==> src/rtl/lpet_pkg.sv <==
package lpet_pkg;

    localparam int DATA_W = 32;
    localparam int ADDR_W = 3;
    localparam int PSC_W  = 3;
    localparam int DIV_W  = (1 << PSC_W) - 1;

    // bit positions inside the registers
    localparam int CTL_EN_BIT   = 0;
    localparam int CTL_ONCE_BIT = 1;
    localparam int CTL_LOOP_BIT = 2;
    localparam int MATCH_BIT    = 1;
    localparam int PSC_LSB      = 9;

    typedef enum logic [ADDR_W-1:0] {
        A_STAT = 3'd0,
        A_CLR  = 3'd1,
        A_IEN  = 3'd2,
        A_CFG  = 3'd3,
        A_CTRL = 3'd4,
        A_ARR  = 3'd5
    } reg_addr_e;

    typedef enum logic {
        RUN_ONCE = 1'b0,
        RUN_LOOP = 1'b1
    } run_mode_e;

    // decoded control-register write
    typedef struct packed {
        logic wr;
        logic en;
        logic go_once;
        logic go_loop;
    } ctl_req_t;

    function automatic logic [DIV_W-1:0] div_mask(input logic [PSC_W-1:0] n);
        logic [DIV_W:0] full;
        full = ({{DIV_W{1'b0}}, 1'b1} << n) - 1'b1;
        return full[DIV_W-1:0];
    endfunction

endpackage

==> src/rtl/lpet_regbank.sv <==
module lpet_regbank
    import lpet_pkg::*;
#(
    parameter int CNT_W = 16
) (
    input  logic                    clk,
    input  logic                    rst,
    input  logic                    we,
    input  logic [ADDR_W-1:0]       addr,
    input  logic [DATA_W-1:0]       wdata,
    input  logic                    match_evt,
    output logic                    en_q,
    output logic                    ie_q,
    output logic                    flag_q,
    output logic [PSC_W-1:0]        psc_q,
    output logic [CNT_W-1:0]        arr_q,
    output ctl_req_t                req,
    output logic [DATA_W-1:0]       rdata
);

    logic wr_ctrl, wr_ien, wr_cfg, wr_arr, wr_clr;
    logic [DATA_W-1:0] rmux;

    assign wr_ctrl = we && (addr == A_CTRL);
    assign wr_ien  = we && (addr == A_IEN);
    assign wr_cfg  = we && (addr == A_CFG);
    assign wr_arr  = we && (addr == A_ARR);
    assign wr_clr  = we && (addr == A_CLR);

    assign req.wr      = wr_ctrl;
    assign req.en      = wdata[CTL_EN_BIT];
    assign req.go_once = wdata[CTL_ONCE_BIT];
    assign req.go_loop = wdata[CTL_LOOP_BIT];

    generate
        if (CNT_W < DATA_W) begin : g_hi
            logic unused_hi;
            assign unused_hi = ^wdata[DATA_W-1:CNT_W];
        end
    endgenerate

    always_comb begin
        rmux = '0;
        case (addr)
            A_STAT: rmux[MATCH_BIT] = flag_q;
            A_IEN:  rmux[MATCH_BIT] = ie_q;
            A_CFG:  rmux[PSC_LSB +: PSC_W] = psc_q;
            A_CTRL: rmux[CTL_EN_BIT] = en_q;
            A_ARR:  rmux[CNT_W-1:0] = arr_q;
            default: rmux = '0;
        endcase
    end

    always_ff @(posedge clk) begin
        if (rst) begin
            en_q   <= 1'b0;
            ie_q   <= 1'b0;
            flag_q <= 1'b0;
            psc_q  <= '0;
            arr_q  <= '1;
            rdata  <= '0;
        end else begin
            if (wr_ctrl)
                en_q <= wdata[CTL_EN_BIT];
            if (wr_ien && !en_q)
                ie_q <= wdata[MATCH_BIT];
            if (wr_cfg)
                psc_q <= wdata[PSC_LSB +: PSC_W];
            if (wr_arr && en_q)
                arr_q <= wdata[CNT_W-1:0];
            if (match_evt)
                flag_q <= 1'b1;
            else if (wr_clr && wdata[MATCH_BIT])
                flag_q <= 1'b0;
            rdata <= rmux;
        end
    end

endmodule

==> src/rtl/lpet_prescaler.sv <==
module lpet_prescaler
    import lpet_pkg::*;
(
    input  logic             clk,
    input  logic             rst,
    input  logic             active,
    input  logic [PSC_W-1:0] n,
    output logic             tick
);

    logic [DIV_W-1:0] div_q;
    logic [DIV_W-1:0] mask;

    assign mask = div_mask(n);
    assign tick = active && ((div_q & mask) == mask);

    always_ff @(posedge clk) begin
        if (rst || !active)
            div_q <= '0;
        else
            div_q <= div_q + 1'b1;
    end

endmodule

==> src/rtl/lpet_counter.sv <==
module lpet_counter
    import lpet_pkg::*;
#(
    parameter int CNT_W = 16
) (
    input  logic             clk,
    input  logic             rst,
    input  ctl_req_t         req,
    input  logic             tick,
    input  logic [CNT_W-1:0] arr,
    output logic             run_q,
    output logic [CNT_W-1:0] cnt_q,
    output logic             match_evt
);

    run_mode_e        mode_q, mode_n;
    logic             run_n;
    logic [CNT_W-1:0] cnt_n;
    logic             start_now, stop_now;

    assign match_evt = run_q && tick && (cnt_q == arr);
    assign start_now = req.wr && req.en && (req.go_once || req.go_loop);
    assign stop_now  = req.wr && !req.en;

    always_comb begin
        cnt_n  = cnt_q;
        run_n  = run_q;
        mode_n = mode_q;
        if (match_evt) begin
            cnt_n = '0;
            if (mode_q == RUN_ONCE)
                run_n = 1'b0;
        end else if (run_q && tick) begin
            cnt_n = cnt_q + 1'b1;
        end
        if (start_now) begin
            if (req.go_loop) begin
                mode_n = RUN_LOOP;
                run_n  = 1'b1;
            end else if (!run_q) begin
                mode_n = RUN_ONCE;
                run_n  = 1'b1;
                cnt_n  = '0;
            end
        end
        if (stop_now) begin
            run_n = 1'b0;
            cnt_n = '0;
        end
    end

    always_ff @(posedge clk) begin
        if (rst) begin
            run_q  <= 1'b0;
            mode_q <= RUN_ONCE;
            cnt_q  <= '0;
        end else begin
            run_q  <= run_n;
            mode_q <= mode_n;
            cnt_q  <= cnt_n;
        end
    end

endmodule

==> src/rtl/lpwr_evt_timer.sv <==
module lpwr_evt_timer
    import lpet_pkg::*;
#(
    parameter int CNT_W = 16
) (
    input  logic              clk,
    input  logic              rst,
    input  logic              bus_we,
    input  logic [ADDR_W-1:0] bus_addr,
    input  logic [DATA_W-1:0] bus_wdata,
    output logic [DATA_W-1:0] bus_rdata,
    output logic              irq_out
);

    logic             en_q, ie_q, flag_q, run_q, match_evt, tick;
    logic [PSC_W-1:0] psc_q;
    logic [CNT_W-1:0] arr_q, cnt_q;
    ctl_req_t         req;

    lpet_regbank #(.CNT_W(CNT_W)) u_regs (
        .clk(clk), .rst(rst), .we(bus_we), .addr(bus_addr), .wdata(bus_wdata),
        .match_evt(match_evt), .en_q(en_q), .ie_q(ie_q), .flag_q(flag_q),
        .psc_q(psc_q), .arr_q(arr_q), .req(req), .rdata(bus_rdata)
    );

    lpet_prescaler u_psc (
        .clk(clk), .rst(rst), .active(run_q), .n(psc_q), .tick(tick)
    );

    lpet_counter #(.CNT_W(CNT_W)) u_cnt (
        .clk(clk), .rst(rst), .req(req), .tick(tick), .arr(arr_q),
        .run_q(run_q), .cnt_q(cnt_q), .match_evt(match_evt)
    );

    assign irq_out = flag_q & ie_q;

endmodule

==> config.mk <==
export PLATFORM = sky130hd
export DESIGN_NAME = lpwr_evt_timer
export DESIGN_NICKNAME = d
export VERILOG_FILES = /design/src/rtl/lpet_pkg.sv /design/src/rtl/lpet_regbank.sv /design/src/rtl/lpet_prescaler.sv /design/src/rtl/lpet_counter.sv /design/src/rtl/lpwr_evt_timer.sv
export SDC_FILE = /design/constraint.sdc
export NUM_CORES = 1
export LEC_CHECK = 0
export BUFFER_PORTS_ARGS = -buffer_cell sky130_fd_sc_hd__buf_4
export CAP_MARGIN = 20
export CORE_MARGIN = 2
export CORE_UTILIZATION = 49
export CTS_CLUSTER_SIZE = 14
export DETAILED_ROUTE_END_ITERATION = 8
export PLACE_DENSITY_LB_ADDON = 0.3
export SLEW_MARGIN = 20
export SYNTH_ARGS = -nofsm -noshare
export SYNTH_HDL_FRONTEND = slang
export SYNTH_HIERARCHICAL = 1
export SYNTH_SLANG_ARGS = --single-unit
==> constraint.sdc <==
create_clock -name clk -period 2.6 [get_ports clk]
set_clock_uncertainty 0.2 [all_clocks]
set_input_delay 0.26 -clock clk [delete_from_list [all_inputs] [get_ports clk]]
set_output_delay 0.26 -clock clk [all_outputs]
set_load 0.05 [all_outputs]
==> results of run 1 <==
==> final cells by class <==
cell class / count / area share, %
clock buffer: 10 / 3.931
clock inverter: 6 / 1.716
inverter: 5 / 0.5361
multi-input combinational: 232 / 42.67
sequential: 63 / 36.03
tap: 75 / 2.680
timing repair buffer: 52 / 12.44
==> final timing paths <==
| check | from | endpoint | slack, ns |
|---|---|---|---|
| worst max-delay path | u_psc/div_q[2]$_SDFF_PP0_ | u_cnt/cnt_q[9]$_SDFF_PP0_ | 0.29 |
| worst min-delay path | bus_wdata[0] | u_regs/en_q$_SDFFE_PP0P_ | 0.02 |
| worst max register to register | u_psc/div_q[2]$_SDFF_PP0_ | u_cnt/cnt_q[9]$_SDFF_PP0_ | 0.29 |
| worst min register to register | u_regs/ie_q$_SDFFE_PP0P_ | u_regs/ie_q$_SDFFE_PP0P_ | 0.30 |
==> power by group <==
| group | leakage [nW] | switching [mW] | internal (mW) |
|---|---|---|---|
| combinational | 0.714 | 0.126 | 0.0658 |
| clock | 0.0981 | 0.370 | 0.463 |
| sequential | 0.510 | 0.00470 | 0.974 |
| total | 1.32 | 0.501 | 1.50 |
==> cell usage after synthesis (all sizes together) <==
library cell	number	area (um2)
nor2	68	280.3
dfxtp	63	1261
xor2	24	210.2
buf	23	201.4
mux2i	23	230.2
nand2	14	52.55
and2	13	81.33
xnor2	11	96.34
nand3	8	45.04
nand4	7	50.05
clkbuf	6	22.52
a21oi	5	25.02
inv	5	18.77
o21ai	5	36.29
nand2b	4	25.02
nor3	4	25.02
a22oi	3	22.52
nor4	3	37.54
a21o	2	15.01
and3	2	12.51
and4bb	2	25.02
ha	2	25.02
nand4b	2	17.52
nor2b	2	20.02
or3	2	12.51
a21boi	1	7.510
a221oi	1	15.01
a32oi	1	8.760
and2b	1	8.760
and4	1	11.26
bufbuf	1	32.53
conb	1	3.750
o211ai	1	7.510
o21a	1	7.510
o31ai	1	7.510
or2	1	6.260
or2b	1	8.760
==> registers in the layout, summed over array words and instances, names as in the netlist <==
signal         cells
u_regs/en_q        1
u_cnt/cnt_q       16
u_regs/psc_q       3
u_cnt/run_q        1
u_cnt/mode_q       1
u_regs/flag_q      1
u_regs/rdata      16
u_psc/div_q        7
u_regs/arr_q      16
u_regs/ie_q        1
==> critical path, delay by kind of cell, from the launching register on <==
kind                      cells  cell delay [ns]
xor gates and xnor gates      1             0.17
and+or+nand+nor               4             0.81
AOI/OAI and AO/OA             3             0.61
DFF                           1             0.43
==> what timing repair did <==
action                                 4_1_cts  5_1_grt
setup endpoints to repair                    0        0
endpoints found under the hold margin       16        0
hold buffers                                13        0
==> kinds of logic (layout without fill, tap and decap cells) <==
family	Yosys count	count (layout)	share of synthesized area (%)
AO/OA/AOI/OAI	21	21	5.133
AND/OR/NAND/NOR	135	135	24.19
buffers and inverters	35	73	9.255
flip-flops	63	63	42.41
XOR/XNOR	35	35	10.31
adder cells (fa/ha/maj)	2	2	0.8413
other	1	16	0.1261
multiplexers	23	23	7.741
==> metal layers <==
metal | GRT usage (%) | vias up | wire length (um)
met3 | 5.495 | 6 | 256
met2 | 27.48 | 52 | 2607
li1 | - | 1109 | -
met4 | 7.500 | 0 | 74
met5 | 0 | - | 0
met1 | 22.85 | 984 | 2611
==> per-stage QoR <==
step                      setup WS [ns]  utilization, %  cells  area [um2]
final                            0.2939           59.48    443        3501
after global routing            0.05007           59.48    443        3501
after CTS                        0.3064           59.48    443        3501
after detailed placement         0.3443           53.91    414        3173
after global placement           0.3412           53.91    414        3173
after floorplan                  0.4888               -    330        3030
==> layout by cell type, fill, tap and decap left out, drive strengths merged <==
cell / Yosys / routed
a221oi: 1 / 1
nand2b: 4 / 4
clkbuf: 6 / 10
nor4: 3 / 3
a32oi: 1 / 1
nand4: 7 / 7
nor2b: 2 / 2
o21a: 1 / 1
o21ai: 5 / 5
bufinv: 0 / 1
nand2: 14 / 14
and3: 2 / 2
or2: 1 / 1
xnor2: 11 / 11
a21o: 2 / 2
o31ai: 1 / 1
conb: 1 / 16
or2b: 1 / 1
ha: 2 / 2
nand4b: 2 / 2
mux2i: 23 / 23
a21boi: 1 / 1
nor3: 4 / 4
dfxtp: 63 / 63
nand3: 8 / 8
nor2: 68 / 68
a22oi: 3 / 3
a21oi: 5 / 5
clkinvlp: 0 / 2
inv: 5 / 5
and4bb: 2 / 2
buf: 23 / 39
or3: 2 / 2
and2: 13 / 13
dlygate4sd3: 0 / 13
clkinv: 0 / 3
o211ai: 1 / 1
xor2: 24 / 24
and2b: 1 / 1
and4: 1 / 1
==> impl_metrics.yaml, run 1 <==
run_status:
  status: "finished clean"
clocking:
  cts_setup_buffers: 0
  cts_max_level: 3
  cts_resized: 0
  clk_pin_slew_ns: 0.07
  clock_path_buffers: 2
  cts_buffers: 9
  cts_sinks: 63
  cts_tree: "yes"
  cts_root_buffer: "clkbuf_8"
  clk_latency_ns: 0.34
min_path:
  hold_depth: 3
  hold_path_class: "input pin to flip-flop"
global_route:
  grt_pass1_vias: 1981
  grt_overflow_total: 0
  antenna_found_initial: 0
  grt_max_degree: 46
  grt_pass1_wl_um: 8983
  grt.total_usage_pct: 17.76
finish:
  drive_above_1_share_pct: 21.74
  num_antenna_cells: 0
  seqCellArea_um2: 1261
  area_growth_pct: 17.71
  multi_input_area_um2: 1494
  nNetsFinal: 403
  nFillCells: 525
setup_path:
  crit_type: "flip-flop to flip-flop"
  critPathMaxFanout: 6
  max_stage_delay_ns: 0.43
  cp_slowest_cell: "dfxtp_1"
  crit_arrival_ns: 2.34
  worstRegToRegCells: 8
  end_kind: "flip-flop"
  path_cells: "o21ai_0, a21o_1, a221oi_2, nand2_1, or2_2, nor3_1, xnor2_1, nor2_2"
  worstSetupStartpointType: "flip-flop"
  required_ns: 2.63
sta:
  slew_headroom_pct: 64.47
  finalCritPeriodShare_pct: 88.70
  worst_slew_pin_slew_ns: 0.5310
  hold_violations: 0
  holdWs_ns: 0.01697
  slew_viol_final: 0
  grt_setup_unrepaired: "no"
  finalSetupTns_ns: 0
  setup_viol: 0
  min_period_ns: 2.306
  clock.fmax_mhz: 433.6
run:
  cap_violations: 0
pwr:
  leakage_nw: 1.321
  power.total_mw: 2.004
  ir_drop_v: 0.0002798
  power_density_nw_per_um2: 572.3
synthesis:
  yosysWarnings: 6
  syn_inst: 315
  synthDistinctLibCells: 45
  synth.avg_cell_area_um2: 9.442
  syn_area_um2: 2974
  yosysSeqAreaShare_pct: 42.41
  ys_ff_latch: 63
routing:
  wire_per_inst_um: 12.53
  routed_via_density: 4.856
  dr.pass1.iters: 4
  drc: 0
  detail-route-antenna-nets: 0
  drt_wl_total_um: 5549
  vias: 2151
  drt_iter0_drc: 93
floorplan:
  fp.coreArea_um2: 5886
  die_w_um: 81.91
  die_area_um2: 6708
  start_util_pct: 50.53
  io-pin-count: 71
  dieHeight_um: 81.91
  rows: 28
placed_design:
  place_hpwl_um: 3721
  gp_congestion: 0.8185
  numPortBuffers: 38
Note: power is estimated with default switching activity, not from simulation.
==> inputs of run 2 (changes only) <==
- HOLD_SLACK_MARGIN: not set -> 0.15
==> run 2 against run 1 <==
  * Sequential power hardly changed
  * Critical path depth decreased by 1
  * Global-route usage grew 0.18 points
  * Total power rose by 0.49%
  * Non-clock buffer count is 13 higher
  * Maximum frequency fell by 7.8%
  * Count of clock-buffer cells in the layout is the same
  * Combinational power rose by 6%
  * Critical endpoint is now u_regs/rdata[1]$_SDFF_PP0_
  * Highest routed layer unchanged
==> impl_metrics.yaml, run 2 (synthesis gave the netlist of run 1 again) <==
run_status:
  status: "finished clean"
pwr:
  internal-power_mw: 1.512
  pwr-share-seq_pct: 48.6
  power.total_mw: 2.013
  clkPwrFrac_pct: 41.3
  p_sw_share_pct: 24.90
  leakage_nw: 1.386
  power_density_nw_per_um2: 554.5
  net-switching-power_uw: 501.3
  ir_drop_v: 0.0002789
  p_comb_share_pct: 10.1
global_route:
  grt.total_usage_pct: 17.94
  use_met1_pct: 23.02
  grt_use_met2_pct: 27.89
  grt_max_degree: 46
  grt_pass1_wl_um: 9094
  antenna_found_initial: 0
  grt_overflow_total: 0
  grt_pass1_vias: 2030
  grt_use_met3_pct: 5.495
  top_usage_layer: "met2"
sta:
  slew_viol_final: 0
  finalSetupTns_ns: 0
  clock.fmax_mhz: 400.0
  worst_slew_pin_slew_ns: 0.5313
  hold_violations: 0
  finalCritPeriodShare_pct: 96.16
  grt_setup_unrepaired: "no"
  setup_viol: 0
  slew_headroom_pct: 64.45
  min_period_ns: 2.500
routing:
  wire_per_inst_um: 12.30
  detail-route-antenna-nets: 0
  routed_via_density: 4.840
  drt_wl_total_um: 5608
  drt_iter0_drc: 87
  drc: 0
  vias: 2207
  dr.pass1.iters: 4
finish:
  nNetsFinal: 416
  layout_commonest_cell: "dfxtp_1"
  drive_above_1_share_pct: 21.00
  num_antenna_cells: 0
  nFillCells: 509
  area_growth_pct: 22.09
  layout_common_cells: "dfxtp_1, nor2_1, buf_4"
  reg_top3: "u_cnt/cnt_q (16), u_regs/arr_q (16), u_regs/rdata (16)"
clocking:
  cts_sinks: 63
  cts_tree: "yes"
  clk_pin_slew_ns: 0.07
  cts_max_level: 3
  cts_resized: 0
  cts_setup_buffers: 0
  clock_path_buffers: 2
  cts_buffers: 9
  clk_latency_ns: 0.34
  cts_root_buffer: "clkbuf_8"
run:
  cap_violations: 0
placed_design:
  gp_congestion: 0.8185
  place_hpwl_um: 3721
  numPortBuffers: 38
floorplan:
  rows: 28
  start_util_pct: 50.53
  die_w_um: 81.91
  io-pin-count: 71
  die_area_um2: 6708
  dieHeight_um: 81.91
  fp.coreArea_um2: 5886
min_path:
  hold_path_class: "input pin to flip-flop"
setup_path:
  end_kind: "flip-flop"
  critPathMaxFanout: 7
  crit_arrival_ns: 2.58
  required_ns: 2.68
  crit_type: "input pin to flip-flop"
  worstSetupStartpointType: "input pin"
run 2: through the flow:
stage | std cells | setup WS (ns) | hold WS (ns) | area [um2] | utilization (%)
floorplan | 330 | 0.4888 | 0.1324 | 3030 | -
global placement | 414 | 0.3412 | 0.2724 | 3173 | 53.91
detailed placement | 414 | 0.3443 | 0.2845 | 3173 | 53.91
CTS | 456 | 0.08473 | 0.1517 | 3631 | 61.69
global route | 456 | 0.009026 | 0.1825 | 3631 | 61.69
finish | 456 | 0.09977 | 0.1732 | 3631 | 61.69
run 2: worst paths after layout:
check / start / end / slack, ns / cells past startpoint
worst max-delay path: bus_addr[1] / u_regs/rdata[1]$_SDFF_PP0_ / 0.1 / 7
worst min-delay path: bus_we / u_regs/flag_q$_SDFFE_PP0P_ / 0.17 / 4
worst max register to register: u_psc/div_q[2]$_SDFF_PP0_ / u_cnt/cnt_q[9]$_SDFF_PP0_ / 0.30 / 8
worst min register to register: u_regs/ie_q$_SDFFE_PP0P_ / u_regs/ie_q$_SDFFE_PP0P_ / 0.29 / 2
run 2: what timing repair did:
action                                  CTS  global route
hold buffers                             26             0
hold endpoints to repair                 29             0
endpoints found under the setup margin    0             1
run 2: layer usage:
layer	vias up	routed length (um)
met4	0	74
li1	1131	-
met5	-	0
met2	60	2619
met3	6	321
met1	1010	2592
run 2: final cells by class:
cell class / instances / area, um2 / share of cell area [%]
Clock buffer: 10 / 137.6 / 3.790
Clock inverter: 6 / 60.06 / 1.654
Inverter: 5 / 18.77 / 0.5169
Multi-Input combinational cell: 232 / 1494 / 41.14
Sequential cell: 63 / 1261 / 34.73
Tap cell: 75 / 93.84 / 2.584
Timing Repair Buffer: 65 / 565.5 / 15.58
run 2: worst max-delay path, cell delays in order:
cell and delay [ns]:
dlygate4sd3_1 0.53, buf_4 0.16, mux2i_1 0.11, or3_1 0.29
dlygate4sd3_1 0.56, a21oi_1 0.12, dlygate4sd3_1 0.55
run 2: power groups by stage:
stage / Combinational [mW] / Clock [mW] / Sequential, mW
global route: 0.216 / 0.897 / 0.979
CTS: 0.201 / 0.853 / 0.979
finish: 0.203 / 0.832 / 0.979
detailed placement: 0.174 / 0 / 1.00
floorplan: 0.131 / 0 / 1.02
global placement: 0.174 / 0 / 1.00
==> inputs of run 3 (changes only) <==
- BUFFER_PORTS_ARGS: -buffer_cell sky130_fd_sc_hd__buf_4 -> not set
- CORE_MARGIN: 2 -> 4
- DONT_BUFFER_PORTS: not set -> 1
==> run 3 against run 2 <==
  * Combinational power fell by 22%
  * Count of clock-buffer cells in the layout fell by 1
  * First-iteration DRC count rose by 38%
  * Via count fell by 1.4%
  * Non-clock buffer count fell by 26
  * Critical endpoint is now u_regs/rdata[0]$_SDFF_PP0_
  * Global-route usage fell by 0.87 points
  * Critical path type unchanged
  * Sequential power barely moved
  * Worst setup slack improved by 0.062 ns
  * Flip-flop and latch count did not move
  * Cell area fell by 2.1%
==> impl_metrics.yaml, run 3 (synthesis gave the netlist of run 1 again) <==
finish:
  nNetsFinal: 390
  num_antenna_cells: 0
  area_growth_pct: 19.52
  layout_common_cells: "dfxtp_1, nor2_1, dlygate4sd3_1"
  utilization_pct: 60.04
  nFillCells: 478
  stdcell_count: 430
  reg_top3: "u_cnt/cnt_q (16), u_regs/arr_q (16), u_regs/rdata (16)"
  drive_above_1_share_pct: 12.39
  layout_commonest_cell: "dfxtp_1"
sta:
  holdWs_ns: 0.1632
  hold_violations: 0
  finalSetupTns_ns: 0
  grt_setup_unrepaired: "no"
  slew_headroom_pct: 65.99
  slew_viol_final: 0
  worst_slew_pin_slew_ns: 0.5082
  clock.fmax_mhz: 410.1
  setup_viol: 0
  min_period_ns: 2.438
  finalCritPeriodShare_pct: 93.78
setup_path:
  crit_type: "input pin to flip-flop"
  critPathMaxFanout: 4
  end_kind: "flip-flop"
  crit_arrival_ns: 2.52
  worstSetupStartpointType: "input pin"
  required_ns: 2.69
routing:
  drt_wl_total_um: 5991
  drc: 0
  detail-route-antenna-nets: 0
  vias: 2176
  wire_per_inst_um: 13.93
  dr.pass1.iters: 4
  drt_iter0_drc: 120
  routed_via_density: 5.060
pwr:
  power_density_nw_per_um2: 647.4
  ir_drop_v: 0.0004508
  leakage_nw: 1.292
clocking:
  cts_sinks: 63
  clock_path_buffers: 2
  cts_root_buffer: "clkbuf_8"
  clk_latency_ns: 0.34
  cts_max_level: 3
  clk_pin_slew_ns: 0.07
  cts_setup_buffers: 0
  cts_tree: "yes"
  cts_buffers: 9
global_route:
  grt_max_degree: 46
  grt_pass1_wl_um: 9867
  grt_overflow_total: 0
  grt_pass1_vias: 2088
  antenna_found_initial: 0
  grt.total_usage_pct: 17.06
min_path:
  hold_path_class: "input pin to flip-flop"
run:
  cap_violations: 0
run_status:
  status: "finished clean"
floorplan:
  fp.coreArea_um2: 5921
  die_w_um: 85.91
  dieHeight_um: 85.91
  start_util_pct: 50.23
  die_area_um2: 7380
  io-pin-count: 71
  rows: 28
placed_design:
  dp.cells: 376
  gp_congestion: 0.7369
  place_hpwl_um: 3659
  numPortBuffers: 0
[run 3: cell types whose count changed in the layout (fill, tap and decap cells not counted)]
cell,before,now
buf_12,1,2
buf_4,38,0
bufinv_16,1,4
clkbuf_8,10,9
clkinv_2,3,0
clkinv_4,0,2
clkinvlp_4,2,1
dlygate4sd3_1,26,35
dlymetal6s4s_1,0,2
nor2b_1,1,0
nor2b_2,0,1
[run 3: layer usage]
layer  vias to the layer above  wire length, um  GRT usage [%]
li1                       1081                -              -
met1                      1009             2741          21.40
met2                        70             2728          26.14
met3                        16              345          4.803
met4                         0              176          9.784
met5                         -                0              0
[run 3: what timing repair did]
item | in CTS | in global routing
gates resized for setup | 0 | 3
hold endpoints to repair | 36 | 0
setup endpoints to repair | 0 | 4
hold buffers | 38 | 0
[run 3: worst max-delay path: stages]
cell,delay [ns]
dlygate4sd3_1,0.62
or2b_2,0.33
dlygate4sd3_1,0.57
nor3_1,0.18
dlygate4sd3_1,0.57
[run 3: worst paths after layout]
| path | from | cells past startpoint | slack, ns | endpoint |
|---|---|---|---|---|
| worst max-delay path | bus_addr[1] | 5 | 0.16 | u_regs/rdata[0]$_SDFF_PP0_ |
| worst min-delay path | bus_addr[0] | 2 | 0.16 | u_regs/arr_q[5]$_SDFFE_PP1P_ |
| worst max register to register | u_cnt/run_q$_SDFF_PP0_ | 6 | 0.25 | u_cnt/mode_q$_SDFFE_PP0P_ |
| worst min register to register | u_psc/div_q[6]$_SDFF_PP0_ | 2 | 0.30 | u_psc/div_q[6]$_SDFF_PP0_ |
[run 3: power breakdown]
part	leakage [nW]	switching [mW]	internal (mW)
registers	0.510	0.0292	0.974
logic	0.653	0.0996	0.0579
clock network	0.130	0.404	0.737
[run 3: cell type report]
| class | count | area [um2] | area share, % |
|---|---|---|---|
| Clock buffer | 9 | 123.9 | 3.485 |
| Clock inverter | 7 | 145.1 | 4.083 |
| Inverter | 5 | 18.77 | 0.5280 |
| Multi-Input combinational cell | 232 | 1496 | 42.10 |
| Sequential cell | 63 | 1261 | 35.48 |
| Tap cell | 75 | 93.84 | 2.640 |
| Timing Repair Buffer | 39 | 415.4 | 11.69 |
[run 3: per-stage QoR]
stage | worst slack [ns] | power, mW | cell area [um2]
floorplan | 0.4888 | 1.155 | 3030
detailed placement | 0.3453 | 1.124 | 2888
CTS | 0.1012 | 2.305 | 3547
finish | 0.1617 | 2.301 | 3555
global placement | 0.3359 | 1.123 | 2888
global route | 0.04982 | 2.366 | 3555
